**src/rtl/sync_serial_pkg.sv**
```systemverilog
package sync_serial_pkg;

  localparam int BYTE_BITS = 8;

  // status register bit positions
  localparam int ST_TXE = 7;
  localparam int ST_RXF = 6;
  localparam int ST_OVR = 5;
  localparam int ST_FER = 4;
  localparam int ST_PER = 3;

  // control register bit positions
  localparam int CT_TIE = 0;
  localparam int CT_RIE = 1;

  // register addresses
  localparam logic [1:0] A_TDATA  = 2'd0;
  localparam logic [1:0] A_RDATA  = 2'd1;
  localparam logic [1:0] A_STATUS = 2'd2;
  localparam logic [1:0] A_CTRL   = 2'd3;

  // strobes from sequencer to datapath
  typedef struct packed {
    logic load;    // copy transmit data into shift register, drive bit 0
    logic shift;   // falling edge inside a byte: drive next bit
    logic sample;  // rising edge: capture rxd
    logic finish;  // eighth rising edge: commit received byte
  } seq_strobe_t;

endpackage

```
**src/rtl/ssp_sequencer.sv**
```systemverilog
module ssp_sequencer
  import sync_serial_pkg::*;
#(
  parameter int HALF_CYCLES = 4
) (
  input  logic        clk,
  input  logic        rstN,
  input  logic        startReq,
  output seq_strobe_t strobe,
  output logic        sclkOut
);

  localparam int CNT_W = (HALF_CYCLES > 1) ? $clog2(HALF_CYCLES) : 1;
  localparam int BIT_W = $clog2(BYTE_BITS);
  localparam logic [CNT_W-1:0] HALF_LAST = CNT_W'(HALF_CYCLES - 1);
  localparam logic [BIT_W-1:0] BIT_LAST  = BIT_W'(BYTE_BITS - 1);

  typedef enum logic [1:0] {S_IDLE, S_LOW, S_HIGH} state_t;

  state_t           state;
  logic [CNT_W-1:0] halfCnt;
  logic [BIT_W-1:0] bitCnt;
  logic             lastHalf;
  logic             lastBit;

  assign lastHalf = (halfCnt == HALF_LAST);
  assign lastBit  = (bitCnt == BIT_LAST);

  always_comb begin
    strobe = '0;
    case (state)
      S_IDLE: strobe.load = startReq;
      S_LOW: begin
        if (lastHalf) begin
          strobe.sample = 1'b1;
          strobe.finish = lastBit;
        end
      end
      S_HIGH: begin
        if (lastHalf) begin
          if (!lastBit) strobe.shift = 1'b1;
          else          strobe.load  = startReq;
        end
      end
      default: strobe = '0;
    endcase
  end

  always_ff @(posedge clk or negedge rstN) begin
    if (!rstN) begin
      state   <= S_IDLE;
      halfCnt <= '0;
      bitCnt  <= '0;
      sclkOut <= 1'b1;
    end else begin
      case (state)
        S_IDLE: begin
          if (startReq) begin
            state   <= S_LOW;
            sclkOut <= 1'b0;
            halfCnt <= '0;
            bitCnt  <= '0;
          end
        end
        S_LOW: begin
          if (lastHalf) begin
            state   <= S_HIGH;
            sclkOut <= 1'b1;
            halfCnt <= '0;
          end else begin
            halfCnt <= halfCnt + 1'b1;
          end
        end
        S_HIGH: begin
          if (lastHalf) begin
            halfCnt <= '0;
            if (!lastBit) begin
              bitCnt  <= bitCnt + 1'b1;
              sclkOut <= 1'b0;
              state   <= S_LOW;
            end else if (startReq) begin
              bitCnt  <= '0;
              sclkOut <= 1'b0;
              state   <= S_LOW;
            end else begin
              state <= S_IDLE;
            end
          end else begin
            halfCnt <= halfCnt + 1'b1;
          end
        end
        default: state <= S_IDLE;
      endcase
    end
  end


  sclk_idle_high_chk: assert property (@(posedge clk) disable iff (!rstN)
    (state == S_IDLE) |-> sclkOut);


  sample_rises_chk: assert property (@(posedge clk) disable iff (!rstN)
    strobe.sample |=> sclkOut);


  drive_falls_chk: assert property (@(posedge clk) disable iff (!rstN)
    (strobe.load || strobe.shift) |=> !sclkOut);

endmodule

```
**src/rtl/ssp_datapath.sv**
```systemverilog
module ssp_datapath
  import sync_serial_pkg::*;
(
  input  logic        clk,
  input  logic        rstN,
  input  logic        hostWrEn,
  input  logic [1:0]  hostAddr,
  input  logic [7:0]  hostWrData,
  output logic [7:0]  hostRdData,
  input  seq_strobe_t strobe,
  input  logic        rxd,
  output logic        txd,
  output logic        txEmpty,
  output logic        txIrq,
  output logic        rxIrq,
  output logic        errIrq
);

  logic [BYTE_BITS-1:0] txData, txShift, rxShift, rxData;
  logic rxFull, overrun, frameErr, parityErr, txIe, rxIe;
  logic [BYTE_BITS-1:0] rxNext;

  assign rxNext = {rxd, rxShift[BYTE_BITS-1:1]};

  always_ff @(posedge clk or negedge rstN) begin
    if (!rstN) begin
      txData    <= '0;
      txShift   <= '0;
      rxShift   <= '0;
      rxData    <= '0;
      txd       <= 1'b1;
      txEmpty   <= 1'b1;
      rxFull    <= 1'b0;
      overrun   <= 1'b0;
      frameErr  <= 1'b0;
      parityErr <= 1'b0;
      txIe      <= 1'b0;
      rxIe      <= 1'b0;
    end else begin
      if (hostWrEn) begin
        case (hostAddr)
          A_TDATA: txData <= hostWrData;
          A_STATUS: begin
            if (!hostWrData[ST_TXE]) txEmpty <= 1'b0;
            if (!hostWrData[ST_RXF]) rxFull  <= 1'b0;
            if (!hostWrData[ST_OVR]) overrun <= 1'b0;
            frameErr  <= hostWrData[ST_FER];
            parityErr <= hostWrData[ST_PER];
          end
          A_CTRL: begin
            txIe <= hostWrData[CT_TIE];
            rxIe <= hostWrData[CT_RIE];
          end
          default: ;
        endcase
      end
      if (strobe.load) begin
        txShift <= txData;
        txd     <= txData[0];
        txEmpty <= 1'b1;
      end
      if (strobe.shift) begin
        txd     <= txShift[1];
        txShift <= txShift >> 1;
      end
      if (strobe.sample) rxShift <= rxNext;
      if (strobe.finish) begin
        if (rxFull) begin
          overrun <= 1'b1;
        end else begin
          rxData <= rxNext;
          rxFull <= 1'b1;
        end
      end
    end
  end

  always_comb begin
    case (hostAddr)
      A_TDATA:  hostRdData = txData;
      A_RDATA:  hostRdData = rxData;
      A_STATUS: hostRdData = {txEmpty, rxFull, overrun, frameErr, parityErr, 3'b000};
      default:  hostRdData = {6'b0, rxIe, txIe};
    endcase
  end

  assign txIrq  = txEmpty & txIe;
  assign rxIrq  = rxFull & rxIe;
  assign errIrq = (overrun | frameErr | parityErr) & rxIe;


  load_sets_empty_chk: assert property (@(posedge clk) disable iff (!rstN)
    strobe.load |=> txEmpty);


  txd_hold_chk: assert property (@(posedge clk) disable iff (!rstN)
    (!strobe.load && !strobe.shift) |=> $stable(txd));


  rx_commit_chk: assert property (@(posedge clk) disable iff (!rstN)
    (strobe.finish && !rxFull) |=> rxFull);


  overrun_keep_chk: assert property (@(posedge clk) disable iff (!rstN)
    (strobe.finish && rxFull) |=> (overrun && $stable(rxData)));

endmodule

```
**src/rtl/sync_serial_port.sv**
```systemverilog
module sync_serial_port
  import sync_serial_pkg::*;
#(
  parameter int HALF_CYCLES = 4
) (
  input  logic       clk,
  input  logic       rstN,
  input  logic       hostWrEn,
  input  logic [1:0] hostAddr,
  input  logic [7:0] hostWrData,
  output logic [7:0] hostRdData,
  output logic       sclk,
  output logic       txd,
  input  logic       rxd,
  output logic       txIrq,
  output logic       rxIrq,
  output logic       errIrq
);

  seq_strobe_t strobe;
  logic        txEmpty;

  ssp_sequencer #(.HALF_CYCLES(HALF_CYCLES)) i_seq (
    .clk      (clk),
    .rstN     (rstN),
    .startReq (!txEmpty),
    .strobe   (strobe),
    .sclkOut  (sclk)
  );

  ssp_datapath i_dp (
    .clk        (clk),
    .rstN       (rstN),
    .hostWrEn   (hostWrEn),
    .hostAddr   (hostAddr),
    .hostWrData (hostWrData),
    .hostRdData (hostRdData),
    .strobe     (strobe),
    .rxd        (rxd),
    .txd        (txd),
    .txEmpty    (txEmpty),
    .txIrq      (txIrq),
    .rxIrq      (rxIrq),
    .errIrq     (errIrq)
  );

endmodule

```
**config.mk**
```make
export PLATFORM = sky130hd
export DESIGN_NAME = sync_serial_port
export DESIGN_NICKNAME = d
export VERILOG_FILES = /design/src/rtl/sync_serial_pkg.sv /design/src/rtl/ssp_sequencer.sv /design/src/rtl/ssp_datapath.sv /design/src/rtl/sync_serial_port.sv
export SDC_FILE = /design/constraint.sdc
export NUM_CORES = 1
export LEC_CHECK = 0
export BUFFER_PORTS_ARGS = -buffer_cell sky130_fd_sc_hd__buf_2
export CORE_MARGIN = 2
export CORE_UTILIZATION = 40
export DETAILED_ROUTE_END_ITERATION = 10
export PLACE_DENSITY = 0.64
export SETUP_SLACK_MARGIN = 0.5
export SLEW_MARGIN = 25
export SYNTH_ARGS = -nofsm -noshare
export SYNTH_HDL_FRONTEND = slang
export SYNTH_SLANG_ARGS = --single-unit
```
**constraint.sdc**
```tcl
create_clock -name clk -period 1.7 [get_ports clk]
set_input_delay 0.17 -clock clk [delete_from_list [all_inputs] [get_ports clk]]
set_output_delay 0.17 -clock clk [all_outputs]
set_load 0.01 [all_outputs]
```
# [Word level (Yosys, flattened, before mapping)]
# Cells that the tools add are included.
# W data, S select, Z words.
[word_totals] ff_bits=48 inputBits=14 out_inout_bits=13 word_cells=98
[op_classes] reduce_logical=19 n_eq_ne=11 muxes=44 n_bitwise=6 n_addsub=2
[op_table] cell="$mux W1" count=24
[op_table] cell="$pmux W8 S3" count=1
[op_table] cell="$mux W2" count=9
[op_table] cell="$mux W8" count=2
[op_table] cell="$reduce_and A2 Y1" count=6
[op_table] cell="$reduce_bool A2 Y1" count=5
[op_table] cell="$mux W3" count=3
[op_table] cell="$reduce_and A3 Y1" count=3
[op_table] cell="$eq A2 B2 Y1 const B" count=4
[op_table] cell="$ne A2 B1 Y1 const B" count=3
[op_table] cell="$pmux W2 S3" count=1
[op_table] cell="$pmux W3 S2" count=1
[op_table] cell="$eq A2 B1 Y1 const B" count=2
[op_table] cell="$logic_not A2 Y1" count=2
[op_table] cell="$pmux W2 S2" count=1
[op_table] cell="$add A3 B1 Y3 const B" count=1
[op_table] cell="$and A1 B1 Y1" count=3
[op_table] cell="$eq A3 B3 Y1 const B" count=1
[op_table] cell="$pmux W1 S3" count=1
[op_table] cell="$reduce_bool A3 Y1" count=1
[op_table] cell="$add A2 B1 Y2 const B" count=1
[op_table] cell="$ne A2 B2 Y1 const B" count=1
[op_table] cell="$or A1 B1 Y1" count=2
[op_table] cell="$pmux W1 S2" count=1
[op_table] cell="other kinds (3)" count=3

# [Longest topological paths before layout]
# Gate-level depths: netlist of the first run.
[logic_depth] ltp_word=6 ltp_mapped=7 depth_no_buf=5

# [Cells and area by module]
# A second synthesis of the first run with hierarchy kept.
[hier_totals] cells_unflattened=184 area_unflattened_um2=2262.2
[by_module_without_submodules] module="ssp_datapath" n_inst=1 area_per_inst_um2=1700.4 cells_per_inst=130 seq_area_each_um2=953.4
[by_module_without_submodules] module="ssp_sequencer" n_inst=1 area_per_inst_um2=558.0 cells_per_inst=53 seq_area_each_um2=201.4
[by_module_without_submodules] module="sync_serial_port" n_inst=1 area_per_inst_um2=3.8 cells_per_inst=1 seq_area_each_um2=0.0

# [Least setup slack after synthesis of the first run]
# OpenSTA, ideal clock, no wires.
[synth_path] path_type="flip-flop to flip-flop" startpoint="reg i_seq.bitCnt[0]" endpoint="reg i_dp.txShift[1]" path_buffers=1 arrival_time_ns=1.666 setup_slack_ns=-0.091 path_stages_with_launch=7 setup_ns=0.125 synth_period_minus_slack_ns=1.791 required_time_ns=1.575 cell_sequence="dfrtp_1 -> ha_1 -> ha_1 -> nand3b_1 -> buf_6 -> mux2_4 -> mux2_4"
[synth_between] elab_chain_cells=5 word_cells_on_any_way=8 cone_classes="eq/ne (1); mux (6); reduce/logical (1)"
[synth_lines] item="start: declaration" line_no="ssp_sequencer.sv:22" text="logic [BIT_W-1:0] bitCnt;"
[synth_lines] item="start signal: assignment" line_no="ssp_sequencer.sv:78" text="bitCnt <= bitCnt + 1'b1;"
[synth_lines] item="$eq A3 B3 Y1 (*)" line_no="ssp_sequencer.sv:27" text="assign lastBit = (bitCnt == BIT_LAST);"
[synth_lines] item="$mux W1" line_no="ssp_sequencer.sv:41" text="if (!lastBit) strobe.shift = 1'b1;"
[synth_lines] item="$mux W2 (*)" line_no="ssp_sequencer.sv:40" text="if (lastHalf) begin"
[synth_lines] item="$pmux W1 S2 or $mux W1 (tied branches)" line_no="ssp_sequencer.sv:31" text="case (state)"
[synth_lines] item="$reduce_bool A2 Y1 (no source line) or $mux W8 (tied branches)"
[synth_lines] item="end signal: assignment" line_no="ssp_datapath.sv:58" text="txShift <= txData;"
[synth_lines] item="end signal: assignment" line_no="ssp_datapath.sv:64" text="txShift <= txShift >> 1;"
[synth_lines] item="end: declaration" line_no="ssp_datapath.sv:19" text="logic [BYTE_BITS-1:0] txData, txShift, rxShift, rxData;"
# Mark *: on every way between the ends. The rest lies on a longest branch, timed or not.
# A chain may end at the register's enable or synchronous reset.

# [Worst setup path in the final report of the first run]
[layout_path] startpoint="reg i_seq.bitCnt[1]" endpoint="reg i_dp.txShift[1]"
# The elaborated chain is that of the path after synthesis.

==> impl_metrics.yaml, run 1 <==
synthesis:
  syn_inst: 175
  ys_warn_count: 0
  syn-num-nets: 196
  synth.distinct_cells: 32
  ys_seq_elements: 46
  synth_area_um2: 2290
  yosysSeqAreaShare_pct: 50.3
  syn_avg_cell_area_um2: 13.1
final_layout:
  syn_to_final_growth_pct: 40.8
  fin_nets: 258
  final_cell_mix: "43 x dfrtp_1, 33 x mux2_4, 24 x buf_2"
  fill_cells: 454
  drive_gt1_share_pct: 61.3
  antenna_cells: 0
  final_common_cell: "dfrtp_1"
power:
  p_leak_nw: 1.59
  p_total_mw: 4.07
  clkPwrFrac_pct: 16.0
  peakVddDrop_v: 0.000920
  power_switching_share_pct: 32.2
  switching_power_mw: 1.31
  intPower_mw: 2.76
  pwr-share-comb_pct: 46.7
  pwr-share-seq_pct: 37.3
  p_per_area_nw_per_um2: 1260
global_routing:
  globalRouteOverflowTotal: 0
  antenna_found_initial: 0
  grt_pass1_wl_um: 8220
  track_usage_pct: 17.0
  grt_max_degree: 26
  grt_pass1_vias: 1617
sta:
  slew_headroom_pct: 64.0
  fin_crit_ps: 1800
  skew_ps: 3.74
  setup_viol: 8
  finalCritPeriodShare_pct: 106
  fin_tns_setup_ps: -614
  finalHoldViolCount: 0
  drv_slew: 0
  finalWorstSetupSlack_ps: -96.4
  clock.fmax_mhz: 557
  rsz0062_at_grt: "yes"
  tightest_slew_ps: 540
clock_tree:
  root_buffer: "clkbuf_8"
  clk_latency_ps: 300
  h-tree-depth: 2
  cts_buffers: 5
  cts_sinks: 46
  cts_tree: "built"
  clk_pin_slew_ps: 80
  cts_buffer_depth: 2
floorplanning:
  start_util_pct: 41.4
  core_area_um2: 5540
  ios: 27
  die_w_um: 79.7
  die_h_um: 79.7
  row_count: 27
  die_area_um2: 6360
placement:
  dp.final_hpwl_um: 3130
  place_congestion: 0.780
  io_buffers: 26
  pre_cts_slack_ps: -76.4
critical_path:
  crit_end: "i_dp.txShift[1]"
  ff2ff_path_depth: 6
  cp.required_ps: 1890
  critPathLaunchType: "flop"
  endpoint_kind: "flop"
  crit_path_max_fanout: 9
  critPathLaunch: "i_seq.bitCnt[1]"
  cp_data_arrival_time_ps: 1980
  worstReg2RegEnd: "i_dp.txShift[1]"
  rr_startpoint: "i_seq.bitCnt[1]"
  crit_type: "reg2reg"
  worst-r2r-setup-slack_ps: -100
routing:
  post-route-drc-count: 0
  drtIter0Drc: 82
  vias_per_cell: 5.19
  vias: 1608
  antenna_left: 0
  dr.pass1.iters: 4
  wl_per_cell_um: 16.8
  drt-total-wl_um: 5210
flow_run:
  cap_violations: 0
status:
  status: "complete, but fails checks"
  violations: "setup timing"
hold_path:
  worstHoldPathType: "in2reg"
## cell type report
class	count	area [µm²]	area share (%)
Multi-Input combinational cell	118	1380	42.6
Sequential cell	46	1160	35.8
Timing Repair Buffer	60	497	15.4
Tap cell	72	90.1	2.79
Clock buffer	6	72.6	2.25
Inverter	6	22.5	0.697
Clock inverter	2	13.8	0.426
## Yosys cell counts
| library cell | instances | area, µm² |
|---|---|---|
| dfrtp_1 | 43 | 1080 |
| o21a_1 | 1 | 7.51 |
| buf_6 | 2 | 22.5 |
| nand3b_1 | 2 | 15.0 |
| mux2_4 | 14 | 210 |
| inv_1 | 6 | 22.5 |
| o32ai_1 | 2 | 17.5 |
| nand3_1 | 2 | 10.0 |
| o31a_1 | 1 | 8.76 |
| o21ai_0 | 11 | 55.1 |
| nand2_1 | 10 | 37.5 |
| o21ba_2 | 1 | 10.0 |
| o21bai_1 | 1 | 7.51 |
| a311oi_1 | 1 | 8.76 |
| mux2_2 | 31 | 349 |
| buf_2 | 2 | 10.0 |
| nor3_1 | 1 | 5.00 |
| a211oi_1 | 1 | 7.51 |
| dfstp_2 | 3 | 78.8 |
| ha_1 | 7 | 87.6 |
| buf_4 | 1 | 7.51 |
| mux2i_1 | 7 | 70.1 |
| nor2b_1 | 1 | 6.26 |
| o21ai_4 | 1 | 16.3 |
| and2_1 | 3 | 18.8 |
| nand4b_2 | 1 | 15.0 |
| a21bo_2 | 1 | 10.0 |
| a21oi_1 | 7 | 35.0 |
| nor2_1 | 4 | 15.0 |
| a22o_1 | 4 | 35.0 |
| clkbuf_1 | 2 | 7.51 |
| o311a_2 | 1 | 11.3 |
## critical path, stage by stage, from the launching register on
cell      delay (ps)
dfrtp_1          390
ha_2             200
ha_4             150
nand3b_1         200
buf_6            190
mux2_4           300
mux2_4           250
## state kept, by name, indices dropped and copies added (netlist names), 2 cells and up
name,count
i_dp.rxData,8
i_dp.txData,8
i_dp.rxShift,7
i_dp.txShift,7
i_seq.bitCnt,3
i_seq.halfCnt,2
i_seq.state,2
## metal layers
layer  up-vias  GRT usage (%)  share of wire, %
met5         -              0                 0
met4         0           5.08               1.2
met3         8           3.17               3.5
met2        27           27.1                48
met1       805           23.5                47
li1        768              -                 -
## what timing repair did
item | 4_1_cts | 5_1_grt
cloned | 2 | 0
hold buffers | 1 | 0
gates resized for setup | 37 | 27
pin swaps | 4 | 7
hold endpoints to repair | 20 | 0
endpoints found under the setup margin | 43 | 53
buffers inserted | 15 | 7
## power groups by stage
stage / logic [mW] / registers (mW) / clock network, mW
final: 1.90 / 1.52 / 0.653
after global routing: 2.04 / 1.55 / 0.727
after CTS: 1.67 / 1.53 / 0.677
after detailed placement: 1.25 / 1.55 / 0
after global placement: 1.22 / 1.55 / 0
after floorplan: 0.950 / 1.51 / 0
## logic make-up after synthesis
| kind of cell | after synthesis | synth area share (%) |
|---|---|---|
| DFF | 46 | 50.3 |
| muxes | 52 | 27.4 |
| buffers and inverters | 13 | 3.05 |
| and+or+nand+nor | 24 | 5.34 |
| adders and majority gates | 7 | 3.82 |
| AOI/OAI and AO/OA | 33 | 10.0 |
## worst min-delay path by stage
stage                        startpoint         endpoint  depth (start not counted)
after CTS                 hostWrData[2]   i_dp.txData[2]                          2
after global routing      hostWrData[2]   i_dp.txData[2]                          2
after global placement             rstN  i_dp.txShift[1]                          1
after floorplan                    rstN    i_dp.frameErr                          0
after detailed placement           rstN  i_dp.txShift[2]                          1
final                     hostWrData[2]   i_dp.txData[2]                          2
## per-stage QoR
step / instances / hold WS (ps) / util [%] / cell area [µm²]
finish: 310 / 113 / 58.3 / 3230
global route: 310 / 108 / 58.3 / 3230
CTS: 303 / 99.2 / 55.5 / 3080
detailed placement: 277 / 168 / 48.3 / 2680
global placement: 277 / 165 / 48.3 / 2680
floorplan: 175 / -126 / - / 2420
(Power assumes the default switching activity.)
==> inputs of run 2 (changes only) <==
- clock period: 1.7 -> 1.4 ns (I/O delays scaled with it)
==> run 2 against run 1 <==
  * The run still ends with setup timing left
  * Final cell count up 4.2%
  * Combinational power up 24%
  * Clock-buffer cell count unchanged
  * Clock skew up 5.5 ps
  * Routed wire length up 3.2%
  * Fmax up 1.8%
==> impl_metrics.yaml, run 2 (synthesis gave the netlist of run 1 again) <==
sta:
  setup_viol: 32
  slew_headroom_pct: 75.6
  finalCritPeriodShare_pct: 126
  rsz0062_at_grt: "yes"
  skew_ps: 9.19
  fin_crit_ps: 1760
  clock.fmax_mhz: 567
  whs_ps: 63.4
  finalWorstSetupSlack_ps: -365
  finalHoldViolCount: 0
  tightest_slew_ps: 365
  drv_slew: 0
  fin_tns_setup_ps: -5040
floorplanning:
  die_h_um: 79.7
  ios: 27
  row_count: 27
  die_area_um2: 6360
  die_w_um: 79.7
  core_area_um2: 5540
  start_util_pct: 41.4
clock_tree:
  cts_buffers: 5
  clk_pin_slew_ps: 90
  cts_sinks: 46
  h-tree-depth: 2
  cts_tree: "built"
  root_buffer: "clkbuf_8"
  cts_buffer_depth: 2
  clk_latency_ps: 300
routing:
  vias_per_cell: 5.09
  wl_per_cell_um: 16.7
  antenna_left: 0
  drt-total-wl_um: 5380
  drtIter0Drc: 103
  dr.pass1.iters: 4
  post-route-drc-count: 0
  vias: 1643
global_routing:
  grt_use_met3_pct: 3.85
  grt_use_met1_pct: 22.9
  grt_max_degree: 33
  grt_pass1_wl_um: 8310
  antenna_found_initial: 0
  track_usage_pct: 17.5
  grt_pass1_vias: 1668
  globalRouteOverflowTotal: 0
  grt.met2_usage_pct: 29.2
  busiest_layer: "met2"
final_layout:
  final_core_util_pct: 61.5
  fin_nets: 271
  antenna_cells: 0
  syn_to_final_growth_pct: 48.5
  final_area_um2: 3410
  final_cell_mix: "43 x mux2_4, 42 x dfrtp_1, 24 x buf_4"
  seq_area_um2: 1160
  final_common_cell: "mux2_4"
  multiInputGateArea_um2: 1410
  fill_cells: 434
  largestRegisters: "i_dp.rxData: 8 flops, i_dp.txData: 8 flops"
  drive_gt1_share_pct: 65.3
status:
  violations: "setup timing"
  status: "complete, but fails checks"
critical_path:
  worstReg2RegEnd: "i_dp.txShift[6]"
  crit_end: "i_dp.txShift[6]"
  crit_path_max_fanout: 9
  endpoint_kind: "flop"
  ff2ff_path_depth: 6
  cp.required_ps: 1590
  rr_startpoint: "i_seq.bitCnt[1]"
  cp_data_arrival_time_ps: 1960
  crit_type: "reg2reg"
  critPathLaunchType: "flop"
  worst-r2r-setup-slack_ps: -360
  critPathLaunch: "i_seq.bitCnt[1]"
flow_run:
  cap_violations: 0
power:
  p_total_mw: 5.19
  peakVddDrop_v: 0.00109
  p_leak_nw: 1.72
  p_per_area_nw_per_um2: 1520
placement:
  dp.final_hpwl_um: 3330
  place_congestion: 0.748
  io_buffers: 26
  dpl_cell_area_um2: 2820
hold_path:
  worstHoldPathType: "in2reg"
  whs_path_depth: 2
[run 2: changes by cell type in the layout (fill, tap and decap cells not counted), sizes merged]
cell / previous run / this run
bufinv: 0 / 1
clkinv: 2 / 0
clkbuf: 6 / 8
clkinvlp: 0 / 1
buf: 59 / 70
[run 2: worst min-delay path by stage]
stage	start	to
after floorplan	rstN	i_dp.frameErr
after global placement	rstN	i_dp.txShift[1]
after detailed placement	rstN	i_dp.txShift[2]
after CTS	hostWrData[2]	i_dp.txData[2]
after global routing	hostWrData[2]	i_dp.txData[2]
final	hostWrData[2]	i_dp.txData[2]
[run 2: final cells by class]
type | instances | area share, %
multi-input cells | 118 | 41.4
flip-flops and latches | 46 | 33.9
repair buffers | 73 | 18.2
well taps | 72 | 2.64
clock buffers | 6 | 2.13
clock inverters | 2 | 1.10
inverters | 6 | 0.661
[run 2: where the power goes]
part	internal [mW]	total, mW	switching (mW)
clock	0.533	0.990	0.457
combinational	1.42	2.35	0.924
sequential	1.64	1.85	0.211
[run 2: per-layer routing]
layer	vias to the layer above	wire (µm)	share of wire, %
li1	782	-	-
met1	825	2470	46
met2	28	2660	49
met3	8	182	3.4
met4	0	72	1.3
met5	-	0	0
[run 2: repair_timing]
action	in CTS	in global routing
endpoints found under the hold margin	12	0
resized for setup	48	17
buffers inserted	17	9
gates cloned	2	0
endpoints found under the setup margin	47	55
pin swaps	6	7
hold buffers	1	0
[run 2: stage by stage]
stage                     setup WS [ps]  instances
final                              -365        323
after global routing               -436        323
after CTS                          -370        314
after detailed placement           -393        286
after global placement             -336        286
after floorplan                    -297        175
[run 2: worst max-delay path, stage by stage, from the launching register on]
cell	delay, ps
dfrtp_1	390
ha_2	200
ha_4	150
nand3b_1	180
buf_6	180
mux2_4	300
mux2_4	260
